===== src/rtl/sdw_pkg.sv =====
package sdw_pkg;

   // Bundle of the four serial pins, used on both sides of the synchronizer
   typedef struct packed {
      logic sclk;
      logic sdin;
      logic csn;
      logic dc;
   } sdw_pins_t;

   localparam int unsigned PIN_W = $bits(sdw_pins_t);

   // Idle pin levels: chip select released, clock low
   localparam sdw_pins_t PIN_IDLE = '{sclk: 1'b0, sdin: 1'b0, csn: 1'b1, dc: 1'b0};

   function automatic int unsigned cnt_width(input int unsigned nbits);
      return (nbits <= 2) ? 1 : $clog2(nbits);
   endfunction

endpackage


===== src/rtl/sdw_sync.sv =====
module sdw_sync #(
   parameter int unsigned         W       = 4,
   parameter int unsigned         STAGES  = 2,
   parameter logic [W-1:0]        RST_VAL = '0
) (
   input  logic         clk,
   input  logic         rst_n,
   input  logic [W-1:0] async_i,
   output logic [W-1:0] sync_o
);

   if (STAGES < 2) begin : g_bad_stages
      $error("sdw_sync: STAGES must be at least 2");
   end

   logic [W-1:0] chain_q [STAGES];

   for (genvar s = 0; s < STAGES; s++) begin : g_stage
      if (s == 0) begin : g_first
         always_ff @(posedge clk or negedge rst_n) begin
            if (!rst_n) chain_q[0] <= RST_VAL;
            else        chain_q[0] <= async_i;
         end
      end else begin : g_next
         always_ff @(posedge clk or negedge rst_n) begin
            if (!rst_n) chain_q[s] <= RST_VAL;
            else        chain_q[s] <= chain_q[s-1];
         end
      end
   end

   assign sync_o = chain_q[STAGES-1];

endmodule


===== src/rtl/sdw_edge.sv =====
module sdw_edge (
   input  logic clk,
   input  logic rst_n,
   input  logic sclk_s,
   input  logic csn_s,
   output logic rise_o
);

   logic sclk_q;

   always_ff @(posedge clk or negedge rst_n) begin
      if (!rst_n) sclk_q <= 1'b0;
      else        sclk_q <= sclk_s;
   end

   // Only edges inside an active frame count
   assign rise_o = sclk_s & ~sclk_q & ~csn_s;

endmodule


===== src/rtl/sdw_shift.sv =====
module sdw_shift #(
   parameter int unsigned DATA_W    = 8,
   parameter bit          MSB_FIRST = 1'b1
) (
   input  logic              clk,
   input  logic              rst_n,
   input  logic              rise_i,
   input  logic              sdin_s,
   input  logic              dc_s,
   input  logic              csn_s,
   output logic              cmd_vld_o,
   output logic              dat_vld_o,
   output logic [DATA_W-1:0] byte_o,
   output logic [sdw_pkg::cnt_width(DATA_W)-1:0] cnt_o
);

   localparam int unsigned CW   = sdw_pkg::cnt_width(DATA_W);
   localparam logic [CW-1:0] LAST = CW'(DATA_W - 1);

   logic [DATA_W-1:0] sh_q;
   logic [DATA_W-1:0] sh_next;
   logic [CW-1:0]     cnt_q;
   logic              last_bit;

   // The shift direction is picked at elaboration
   if (MSB_FIRST) begin : g_msb
      assign sh_next = {sh_q[DATA_W-2:0], sdin_s};
   end else begin : g_lsb
      assign sh_next = {sdin_s, sh_q[DATA_W-1:1]};
   end

   assign last_bit = (cnt_q == LAST);

   always_ff @(posedge clk or negedge rst_n) begin
      if (!rst_n) begin
         sh_q  <= '0;
         cnt_q <= '0;
      end else if (csn_s) begin
         cnt_q <= '0;
      end else if (rise_i) begin
         sh_q  <= sh_next;
         cnt_q <= last_bit ? '0 : cnt_q + 1'b1;
      end
   end

   always_ff @(posedge clk or negedge rst_n) begin
      if (!rst_n) begin
         byte_o    <= '0;
         cmd_vld_o <= 1'b0;
         dat_vld_o <= 1'b0;
      end else begin
         cmd_vld_o <= 1'b0;
         dat_vld_o <= 1'b0;
         if (!csn_s && rise_i && last_bit) begin
            byte_o    <= sh_next;
            cmd_vld_o <= ~dc_s;
            dat_vld_o <= dc_s;
         end
      end
   end

   assign cnt_o = cnt_q;

endmodule


===== src/rtl/sdw_serial_wr.sv =====
module sdw_serial_wr #(
   parameter int unsigned DATA_W      = 8,
   parameter int unsigned SYNC_STAGES = 2,
   parameter bit          MSB_FIRST   = 1'b1
) (
   input  logic              clk,
   input  logic              rst_n,
   input  logic              sclk_i,
   input  logic              sdin_i,
   input  logic              csn_i,
   input  logic              dc_i,
   output logic              cmd_vld_o,
   output logic              dat_vld_o,
   output logic [DATA_W-1:0] byte_o
);
   import sdw_pkg::*;

   localparam int unsigned CW = cnt_width(DATA_W);

   if (DATA_W < 2) begin : g_bad_width
      $error("sdw_serial_wr: DATA_W must be at least 2");
   end

   sdw_pins_t     pins_raw, pins_s;
   logic          sclk_rise;
   logic [CW-1:0] bit_cnt;

   assign pins_raw = '{sclk: sclk_i, sdin: sdin_i, csn: csn_i, dc: dc_i};

   sdw_sync #(
      .W      (PIN_W),
      .STAGES (SYNC_STAGES),
      .RST_VAL(PIN_IDLE)
   ) u_sync (
      .clk    (clk),
      .rst_n  (rst_n),
      .async_i(pins_raw),
      .sync_o (pins_s)
   );

   sdw_edge u_edge (
      .clk   (clk),
      .rst_n (rst_n),
      .sclk_s(pins_s.sclk),
      .csn_s (pins_s.csn),
      .rise_o(sclk_rise)
   );

   sdw_shift #(
      .DATA_W   (DATA_W),
      .MSB_FIRST(MSB_FIRST)
   ) u_shift (
      .clk      (clk),
      .rst_n    (rst_n),
      .rise_i   (sclk_rise),
      .sdin_s   (pins_s.sdin),
      .dc_s     (pins_s.dc),
      .csn_s    (pins_s.csn),
      .cmd_vld_o(cmd_vld_o),
      .dat_vld_o(dat_vld_o),
      .byte_o   (byte_o),
      .cnt_o    (bit_cnt)
   );

endmodule


===== config.mk =====
export PLATFORM = sky130hd
export DESIGN_NAME = sdw_serial_wr
export DESIGN_NICKNAME = d
export VERILOG_FILES = /design/src/rtl/sdw_pkg.sv /design/src/rtl/sdw_sync.sv /design/src/rtl/sdw_edge.sv /design/src/rtl/sdw_shift.sv /design/src/rtl/sdw_serial_wr.sv
export SDC_FILE = /design/constraint.sdc
export NUM_CORES = 1
export LEC_CHECK = 0
export ABC_AREA = 1
export BUFFER_PORTS_ARGS = -buffer_cell sky130_fd_sc_hd__clkbuf_2
export CORE_MARGIN = 4
export CORE_UTILIZATION = 48
export CTS_BUF_LIST = sky130_fd_sc_hd__clkbuf_16
export CTS_CLUSTER_SIZE = 10
export DETAILED_ROUTE_END_ITERATION = 12
export GPL_TIMING_DRIVEN = 0
export MAX_ROUTING_LAYER = met4
export PLACE_DENSITY = 0.8
export SYNTH_ARGS = -nofsm -noshare
export SYNTH_HDL_FRONTEND = slang
export SYNTH_SLANG_ARGS = --single-unit

===== constraint.sdc =====
create_clock -name clk -period 2.8 [get_ports clk]
set_input_delay 0 -clock clk [delete_from_list [all_inputs] [get_ports clk]]
set_output_delay 0 -clock clk [all_outputs]
set_load 0.005 [all_outputs]

After elaboration in Yosys (flattened, before gate mapping)
Cells that the tools add are included.
- register bits after elaboration: 29
- input port bits: 6
- output and inout port bits: 10
- word-level logic and storage cells: 25
- add/sub/neg operators: 1
- equal/unequal tests: 1
- mux-type cells: 5
- bitwise gates (word level): 5
- reductions and logical operators: 5
- operator list (cell ; number):
    2-to-1 mux 3 bit ; 3
    adder 3 x 1 -> 3 bit, second input constant ; 1
    equality test 3 bit, second input constant ; 1
    NOT 1 bit ; 3
    bitwise AND 1 bit ; 2
    logical AND 1 bit ; 2
    2-to-1 mux 1 bit ; 2
    AND reduction 2 bit ; 1
    nonzero test 2 bit ; 1
    logical NOT 1 bit ; 1

Logic depth before layout (Yosys ltp)
Gate-level depths: netlist (run 1).
- depth after elaboration: 6
- gate-level depth with buffers: 6

Modules after synthesis
From an unflattened synthesis (run 1), not the netlist that was laid out.
- cells, all modules: 105
- area, all modules: 1101.1 sq um
- modules (own cells, without submodules) (module ; instances ; cells each ; area an instance (sq um)):
    sdw_shift ; 1 ; 89 ; 829.5
    sdw_sync ; 1 ; 12 ; 232.7
    sdw_edge ; 1 ; 4 ; 38.8

Worst setup path before layout (run 1)
Ideal clock, no wire load.
- kind: register to register
- start point: register u_shift.cnt_q[0], in the netlist u_shift.cnt_o[0]
- end point: register u_shift.byte_o[0]
- setup time: 0.066 ns
- arrival: 1.159 ns
- path slack: 1.575 ns
- cell stages (with the launch flop): 7
- path buffers: 1
- clock period less this slack: 1.225 ns
- cell sequence: dfrtp_1 -> ha_1 -> ha_1 -> clkbuf_2 -> nand4_4 -> nand2_1 -> nand2_1
- word-level cells in the longest chain between the ends: 2
- RTL lines (element ; line ; RTL):
    start, declared ; sdw_shift.sv:22 ; logic [CW-1:0] cnt_q;
    start signal, assigned ; sdw_shift.sv:42 ; cnt_q <= last_bit ? '0 : cnt_q + 1'b1;
    equality test 3 bit ; sdw_shift.sv:32 ; assign last_bit = (cnt_q == LAST);
    logical AND 1 bit ; sdw_shift.sv:54 ; if (!csn_s && rise_i && last_bit) begin
    end signal, assigned ; sdw_shift.sv:55 ; byte_o <= sh_next;
    end, declared ; sdw_shift.sv:13 ; output logic [DATA_W-1:0] byte_o,
Every way passes these cells.
A chain may end at the register's enable or synchronous reset.

Final worst setup path (run 1)
- start point: register u_shift.cnt_q[0], in the netlist u_shift.cnt_o[0]
- end point: register u_shift.byte_o[3]
The elaborated chain is that of the path after synthesis.

==> results of run 1 <==
[layer usage]
layer	wire length [µm]	vias up
li1	-	367
met2	946	25
met3	123	8
met4	40	0
met5	0	-
met1	779	365
[per-stage QoR]
stage,hold slack [ns],worst slack [ns],instance area (µm²)
floorplan,-0.296,1.57,1070
global placement,0.0586,1.49,1180
detailed placement,0.0704,1.41,1180
CTS,0.313,1.39,1370
global route,0.352,1.31,1370
finish,0.294,1.41,1370
[cell type report]
cell class / count / share of cell area [%]
buffer: 1 / 0.366
clock buffer: 5 / 9.16
clock inverter: 3 / 0.824
inverter: 4 / 1.10
multi-input combinational: 64 / 23.6
sequential: 29 / 53.3
tap: 27 / 2.47
timing repair buffer: 20 / 9.16
[worst max path at each step]
stage | to | start | cells after the start | slack (ns)
floorplan | u_shift.byte_o[0]$_DFFE_PN0P_ | u_shift.cnt_o[0]$_DFFE_PN0P_ | 6 | 1.57
global placement | u_shift.byte_o[5]$_DFFE_PN0P_ | u_shift.cnt_o[0]$_DFFE_PN0P_ | 6 | 1.49
detailed placement | u_shift.byte_o[3]$_DFFE_PN0P_ | u_shift.cnt_o[0]$_DFFE_PN0P_ | 6 | 1.41
CTS | u_shift.byte_o[3]$_DFFE_PN0P_ | u_shift.cnt_o[0]$_DFFE_PN0P_ | 6 | 1.39
global route | u_shift.byte_o[3]$_DFFE_PN0P_ | u_shift.cnt_o[0]$_DFFE_PN0P_ | 6 | 1.31
finish | u_shift.byte_o[3]$_DFFE_PN0P_ | u_shift.cnt_o[0]$_DFFE_PN0P_ | 6 | 1.41
[cells in the final DEF (no fill, tap or decap)]
cell type	instances
clkinv_1	1
nand2_4	1
dfrtp_1	27
nand2_1	46
inv_2	3
ha_1	2
clkbuf_2	16
clkbuf_16	5
nor2_1	4
dfstp_2	2
inv_1	3
nor2_4	1
dlygate4sd3_1	5
nor3_4	1
nand4_4	1
nand4_1	8
[power groups by stage]
stage / logic, W / registers (W) / clock network (W)
after detailed placement: 0.0000477 / 0.000481 / 0
after global placement: 0.0000448 / 0.000480 / 0
after global routing: 0.0000617 / 0.000479 / 0.000508
final: 0.0000525 / 0.000476 / 0.000475
after CTS: 0.0000537 / 0.000476 / 0.000488
after floorplan: 0.0000305 / 0.000475 / 0
[registers in the layout, indices dropped and copies added (netlist names)]
signal / flops
u_sync.sync_o: 4
u_shift.cnt_o: 3
u_shift.sh_q: 7
u_edge.sclk_q: 1
u_shift.cmd_vld_o: 1
u_shift.dat_vld_o: 1
u_shift.byte_o: 8
u_sync.chain_q: 4
[repair_timing]
| item | in CTS | in global routing |
|---|---|---|
| resized for setup | 0 | 0 |
| hold buffers | 5 | 0 |
| endpoints found under the hold margin | 31 | 0 |
| setup endpoints to repair | 0 | 0 |
[critical path, delay by kind of cell (launching register included)]
family | cells | cell delay, ns
flip-flops | 1 | 0.37
adder cells (fa/ha/maj) | 2 | 0.30
buffers and inverters | 1 | 0.23
AND/OR/NAND/NOR | 3 | 0.38
[logic make-up after synthesis]
logic type	count (synthesis)	synth area share, %
DFF	29	68.0
adders and majority gates	2	2.34
buffers and inverters	5	1.87
and+or+nand+nor	62	27.8
==> impl_metrics.csv, run 1 <==
group,metric,value,unit
global_route,grt_pass1_vias,748,
yosys,synth_common_cells,"nand2_1 (46), dfrtp_1 (27), nand4_1 (8)",
route,remaining_drc_errors,0,
placed_design,port_buffers,15,
yosys,synthCells,98,
setup_path,path_cells,"ha_1, ha_1, clkbuf_2, nand4_4, nand2_1, nand2_1",
final_layout,syn_to_final_growth,27.6,%
min_path,min_path_type,"primary input to asynchronous set/reset pin",
clocking,cts_buffers,5,
setup_path,cp_max_fo,10,
route,routed-via-count,765,
clocking,clk_pin_slew,0.05,ns
job,cap_violations,0,
setup_path,reg2reg_to,"u_shift.byte_o[3]$_DFFE_PN0P_",
sta,max_clock_freq,718,MHz
yosys,async_reset_ff_share,100,%
setup_path,required,2.95,ns
yosys,seq_area_frac_synth,68.0,%
yosys,syn_area,1070,µm²
power_and_ir_drop,swShare,21.4,%
global_route,grt_max_degree,30,
setup_path,criticalPathCategory,"register to register",
yosys,yosys.area.top_type,"dfrtp_1",
clocking,cts-htree-levels,2,
power_and_ir_drop,finalPower,0.00100,W
yosys,synth_top_area_share,63.1,%
yosys,synth.most_common_cell,"nand2_1",
setup_path,critPathArrivalTime,1.55,ns
floorplan,placement_rows,16,
global_route,antenna_found_initial,0,
setup_path,cp-start-kind,"register",
setup_path,critPathSlowestCell,"dfrtp_1",
global_route,grt_usage,14.7,%
yosys,yosys_most_used_dff,"dfrtp_1",
clocking,clockRootBuffer,"clkbuf_16",
setup_path,reg2reg_from,"u_shift.cnt_o[0]$_DFFE_PN0P_",
floorplan,initial_core_util,52.5,%
power_and_ir_drop,p_int,0.000789,W
sta,fin_crit,1.39,ns
final_layout,num-nets-final,133,
sta,rsz0062_at_grt,"false",
sta,tns,0,ns
floorplan,die_area,3050,µm²
floorplan,coreArea,2040,µm²
placed_design,dp.cells,140,
global_route,grt-ovfl-total,0,
power_and_ir_drop,power_frac_comb,5.2,%
final_layout,final_layout_size_suffix_gt1_share,23.8,%
clocking,cts_tree,"done",
placed_design,dp_hpwl,1260,µm
route,vias_per_cell,5.00,
power_and_ir_drop,p_switching,0.000214,W
sta,slew_headroom,55.1,%
yosys,synth_warnings,0,
final_layout,fin_cells,153,
setup_path,rrSetupSlack,1.41,ns
global_route,met3_usage,8.16,%
setup_path,crit_path_end_kind,"register",
yosys,synth_area_leaders,"dfrtp_1 (63%), nand2_1 (16%), dfstp_2 (4.9%)",
route,first_iter_violations,22,
final_layout,final_util,66.9,%
sta,tightest_slew,0.674,ns
final_layout,register_area,728,µm²
clocking,clk_latency,0.27,ns
power_and_ir_drop,p_clk_share,47.3,%
route,wire_per_inst,12.3,µm
setup_path,r2r_cells,6,
yosys,synth_edf_count,0,
power_and_ir_drop,p_leak,0.756,nW
floorplan,die_w,55.2,µm
global_route,grt_pass1_wl,3260,µm
global_route,use_met2,21.8,%
yosys,synthDistinctLibCells,13,
power_and_ir_drop,power_density,735,nW/µm²
route,dr.pass1.iters,4,
yosys,syn_nets,106,
clocking,clk_path_buf_depth,2,
floorplan,ios,16,
sta,finalSetupViolCount,0,
global_route,met1_usage,15.8,%
final_layout,fillerInstances,166,
yosys,ys_ff_latch,29,
power_and_ir_drop,ir_drop,0.613,mV
final_layout,antenna_cells,0,
sta,fin_worst_skew,0.00403,ns
run_status,status,"completed",
global_route,grt-busiest-layer,"met2",
final_layout,multi_input_area,323,µm²
route,routed_wl,1890,µm
clocking,post_cts_buffers,0,
yosys,syn-mean-instance-area,10.9,µm²
power_and_ir_drop,seq_power_share,47.5,%
sta,hold_viol,0,
sta,report.final.slew_viol_count,0,
sta,finalCritPeriodShare,49.8,%
clocking,clock-sinks,29,
setup_path,worst_path_largest_cell_delay,0.37,ns
floorplan,die_y,55.2,µm
placed_design,gp_congestion,0.730,
route,ant_nets,0,
(Power assumes the default switching activity.)
==> inputs of run 2 (changes only) <==
--- a/config.mk
+++ b/config.mk
@@ -5,8 +5,9 @@
 export SDC_FILE = /design/constraint.sdc
 export NUM_CORES = 1
 export LEC_CHECK = 0
-export ABC_AREA = 1
+export ABC_AREA = 0
 export BUFFER_PORTS_ARGS = -buffer_cell sky130_fd_sc_hd__clkbuf_2
+export CORE_ASPECT_RATIO = 1.75
 export CORE_MARGIN = 4
 export CORE_UTILIZATION = 48
 export CTS_BUF_LIST = sky130_fd_sc_hd__clkbuf_16
@@ -14,7 +15,7 @@
 export DETAILED_ROUTE_END_ITERATION = 12
 export GPL_TIMING_DRIVEN = 0
 export MAX_ROUTING_LAYER = met4
-export PLACE_DENSITY = 0.8
+export PLACE_DENSITY = 0.83
 export SYNTH_ARGS = -nofsm -noshare
 export SYNTH_HDL_FRONTEND = slang
 export SYNTH_SLANG_ARGS = --single-unit
==> constraint.sdc (replaced) <==
create_clock -name clk -period 1.1 [get_ports clk]
set_input_delay 0 -clock clk [delete_from_list [all_inputs] [get_ports clk]]
set_output_delay 0 -clock clk [all_outputs]
set_load 0.005 [all_outputs]
==> impl_metrics.csv, run 2 <==
group,metric,value,unit
run_status,status,"finished with violations",
run_status,violations,"setup timing",
clocking,clk_pin_slew,0.05,ns
setup_path,cp-start-kind,"register",
floorplan,placement_rows,22,
sta,tightest_slew,0.689,ns
power_and_ir_drop,power_density,1930,nW/µm²
sta,finalWorstSetupSlack,-0.380,ns
floorplan,ios,16,
final_layout,final_layout_size_suffix_gt1_share,50.5,%
final_layout,final_common_cell,"dfrtp_1",
yosys,synth.most_common_cell,"dfrtp_1",
route,vias_per_cell,4.87,
placed_design,port_buffers,15,
route,met1_length,684,µm
route,dr.pass1.iters,3,
sta,max_clock_freq,676,MHz
sta,report.final.slew_viol_count,0,
yosys,yosys.area.top_type,"dfrtp_1",
yosys,syn_nets,69,
sta,finalCritPeriodShare,135,%
yosys,seq_area_frac_synth,66.5,%
final_layout,final_cell_mix,"dfrtp_1 (27), mux2_4 (15), clkbuf_2 (15)",
yosys,syn-mean-instance-area,17.9,µm²
clocking,cts-htree-levels,2,
sta,hold_viol,0,
clocking,clk_latency,0.27,ns
route,routed_wl,1590,µm
setup_path,critPathArrivalTime,1.63,ns
sta,tns,-4.33,ns
yosys,synth_edf_count,0,
route,wl_met3,91,µm
floorplan,die_y,71.2,µm
yosys,synth_top_area_share,61.7,%
yosys,synthDistinctLibCells,12,
setup_path,path_cells,"ha_2, ha_4, and3b_1, buf_6, mux2_4",
setup_path,crit_family,"flip-flops",
floorplan,die_area,3140,µm²
route,routed-via-count,560,
sta,fin_crit,1.48,ns
clocking,clockRootBuffer,"clkbuf_16",
final_layout,largest_register,"u_shift.byte_o",
global_route,grt_usage,13.3,%
yosys,synth_common_cells,"dfrtp_1 (27), mux2_4 (15), nor2_1 (4)",
route,first_iter_violations,5,
sta,rsz0062_at_grt,"true",
setup_path,required,1.25,ns
route,maxUsedRoutingLayer,"met4",
final_layout,antenna_cells,0,
setup_path,worst_path_largest_cell_delay,0.38,ns
yosys,synth_warnings,0,
clocking,cts_buffers,5,
route,ant_nets,0,
global_route,grt_pass1_wl,2860,µm
global_route,antenna_found_initial,0,
route,remaining_drc_errors,0,
placed_design,pre_cts_slack,-0.393,ns
setup_path,criticalPathCategory,"register to register",
min_path,min_path_type,"primary input to asynchronous set/reset pin",
floorplan,initial_core_util,51.0,%
route,wl_met2,769,µm
route,wire_per_inst,13.9,µm
clocking,cts_tree,"done",
job,cap_violations,0,
final_layout,reg_top3,"u_shift.byte_o (8), u_shift.sh_q (7)",
floorplan,die_w,44.1,µm
sta,fin_worst_skew,0.00794,ns
clocking,clock-sinks,29,
final_layout,num-nets-final,98,
global_route,grt_max_degree,30,
yosys,yosys_most_used_dff,"dfrtp_1",
setup_path,critPathSlowestCell,"dfrtp_1",
final_layout,largest_reg_flops,8,
final_layout,syn_to_final_growth,30.4,%
sta,slew_headroom,54.1,%
setup_path,crit_path_end_kind,"register",
yosys,ys_ff_latch,29,
power_and_ir_drop,p_leak,0.718,nW
yosys,synthCells,61,
global_route,grt-ovfl-total,0,
power_and_ir_drop,ir_drop,1.52,mV
setup_path,cp_max_fo,10,
sta,finalSetupViolCount,17,
yosys,synth_area_leaders,"dfrtp_1 (62%), mux2_4 (21%), dfstp_2 (4.8%)",
placed_design,gp_congestion,0.697,
setup_path,path_buf_inv,1,
yosys,async_reset_ff_share,100,%
placed_design,dp_hpwl,1020,µm
global_route,grt_pass1_vias,606,
final_layout,fillerInstances,163,
floorplan,coreArea,2150,µm²
yosys,syn_area,1090,µm²
clocking,clk_path_buf_depth,2,
-- run 2: path summary, 6_finish.rpt --
kind	from	endpoint	slack, ns	cells after the start
max in group asynchronous	rst_n	u_edge.sclk_q$_DFF_PN0_	0.34	2
min in group clk	u_sync.chain_q[7]$_DFF_PN0_	u_sync.sync_o[3]$_DFF_PN0_	0.35	0
setup reg to reg	u_shift.cnt_o[1]$_DFFE_PN0P_	u_shift.byte_o[4]$_DFFE_PN0P_	-0.38	5
hold / removal	rst_n	u_shift.sh_q[4]$_DFFE_PN0N_	0.31	2
hold reg to reg	u_sync.chain_q[7]$_DFF_PN0_	u_sync.sync_o[3]$_DFF_PN0_	0.35	0
setup / recovery	u_shift.cnt_o[1]$_DFFE_PN0P_	u_shift.byte_o[4]$_DFFE_PN0P_	-0.38	5
-- run 2: repair_timing --
action                     4_1_cts  5_1_grt
resized for setup                4        1
hold endpoints to repair        31        0
pin swaps                        1        1
setup endpoints to repair       18       19
hold buffers                     5        0
buffers inserted                 2        1
-- run 2: per-layer routing --
layer	vias up	track usage, %
li1	265	-
met1	274	16.6
met2	15	17.9
met3	6	5.34
met4	0	8.05
met5	-	-
-- run 2: cell type report --
| cell class | count | area, µm² | area share, % |
|---|---|---|---|
| Sequential cell | 29 | 728 | 51.0 |
| Buffer | 2 | 26.3 | 1.84 |
| Multi-Input combinational cell | 29 | 359 | 25.2 |
| Tap cell | 24 | 30.0 | 2.10 |
| Timing Repair Buffer | 23 | 148 | 10.3 |
| Clock buffer | 5 | 125 | 8.76 |
| Clock inverter | 3 | 11.3 | 0.789 |
-- run 2: kinds of logic after synthesis --
group	Yosys count	share of synthesized area [%]
flip-flops	29	66.5
multiplexers	18	23.3
AND/OR/NAND/NOR	9	5.14
buffers and inverters	3	2.74
adder cells (fa/ha/maj)	2	2.29
-- run 2: per-stage QoR --
| step | area [µm²] | instances | hold slack, ns | total power (W) | utilization, % |
|---|---|---|---|---|---|
| after floorplan | 1100 | 61 | -0.296 | 0.00147 | - |
| after global placement | 1200 | 100 | 0.0591 | 0.00152 | 56.1 |
| after detailed placement | 1200 | 100 | 0.0761 | 0.00154 | 56.1 |
| after CTS | 1420 | 114 | 0.330 | 0.00279 | 66.0 |
| after global routing | 1430 | 115 | 0.356 | 0.00289 | 66.5 |
| final | 1430 | 115 | 0.310 | 0.00276 | 66.5 |
-- run 2: power by group --
group / leakage, nW / internal (W) / switching, W
Clock: 0.0738 / 0.000806 / 0.000404
Sequential: 0.370 / 0.00120 / 0.0000971
Combinational: 0.275 / 0.000184 / 0.0000695
Total: 0.718 / 0.00219 / 0.000570
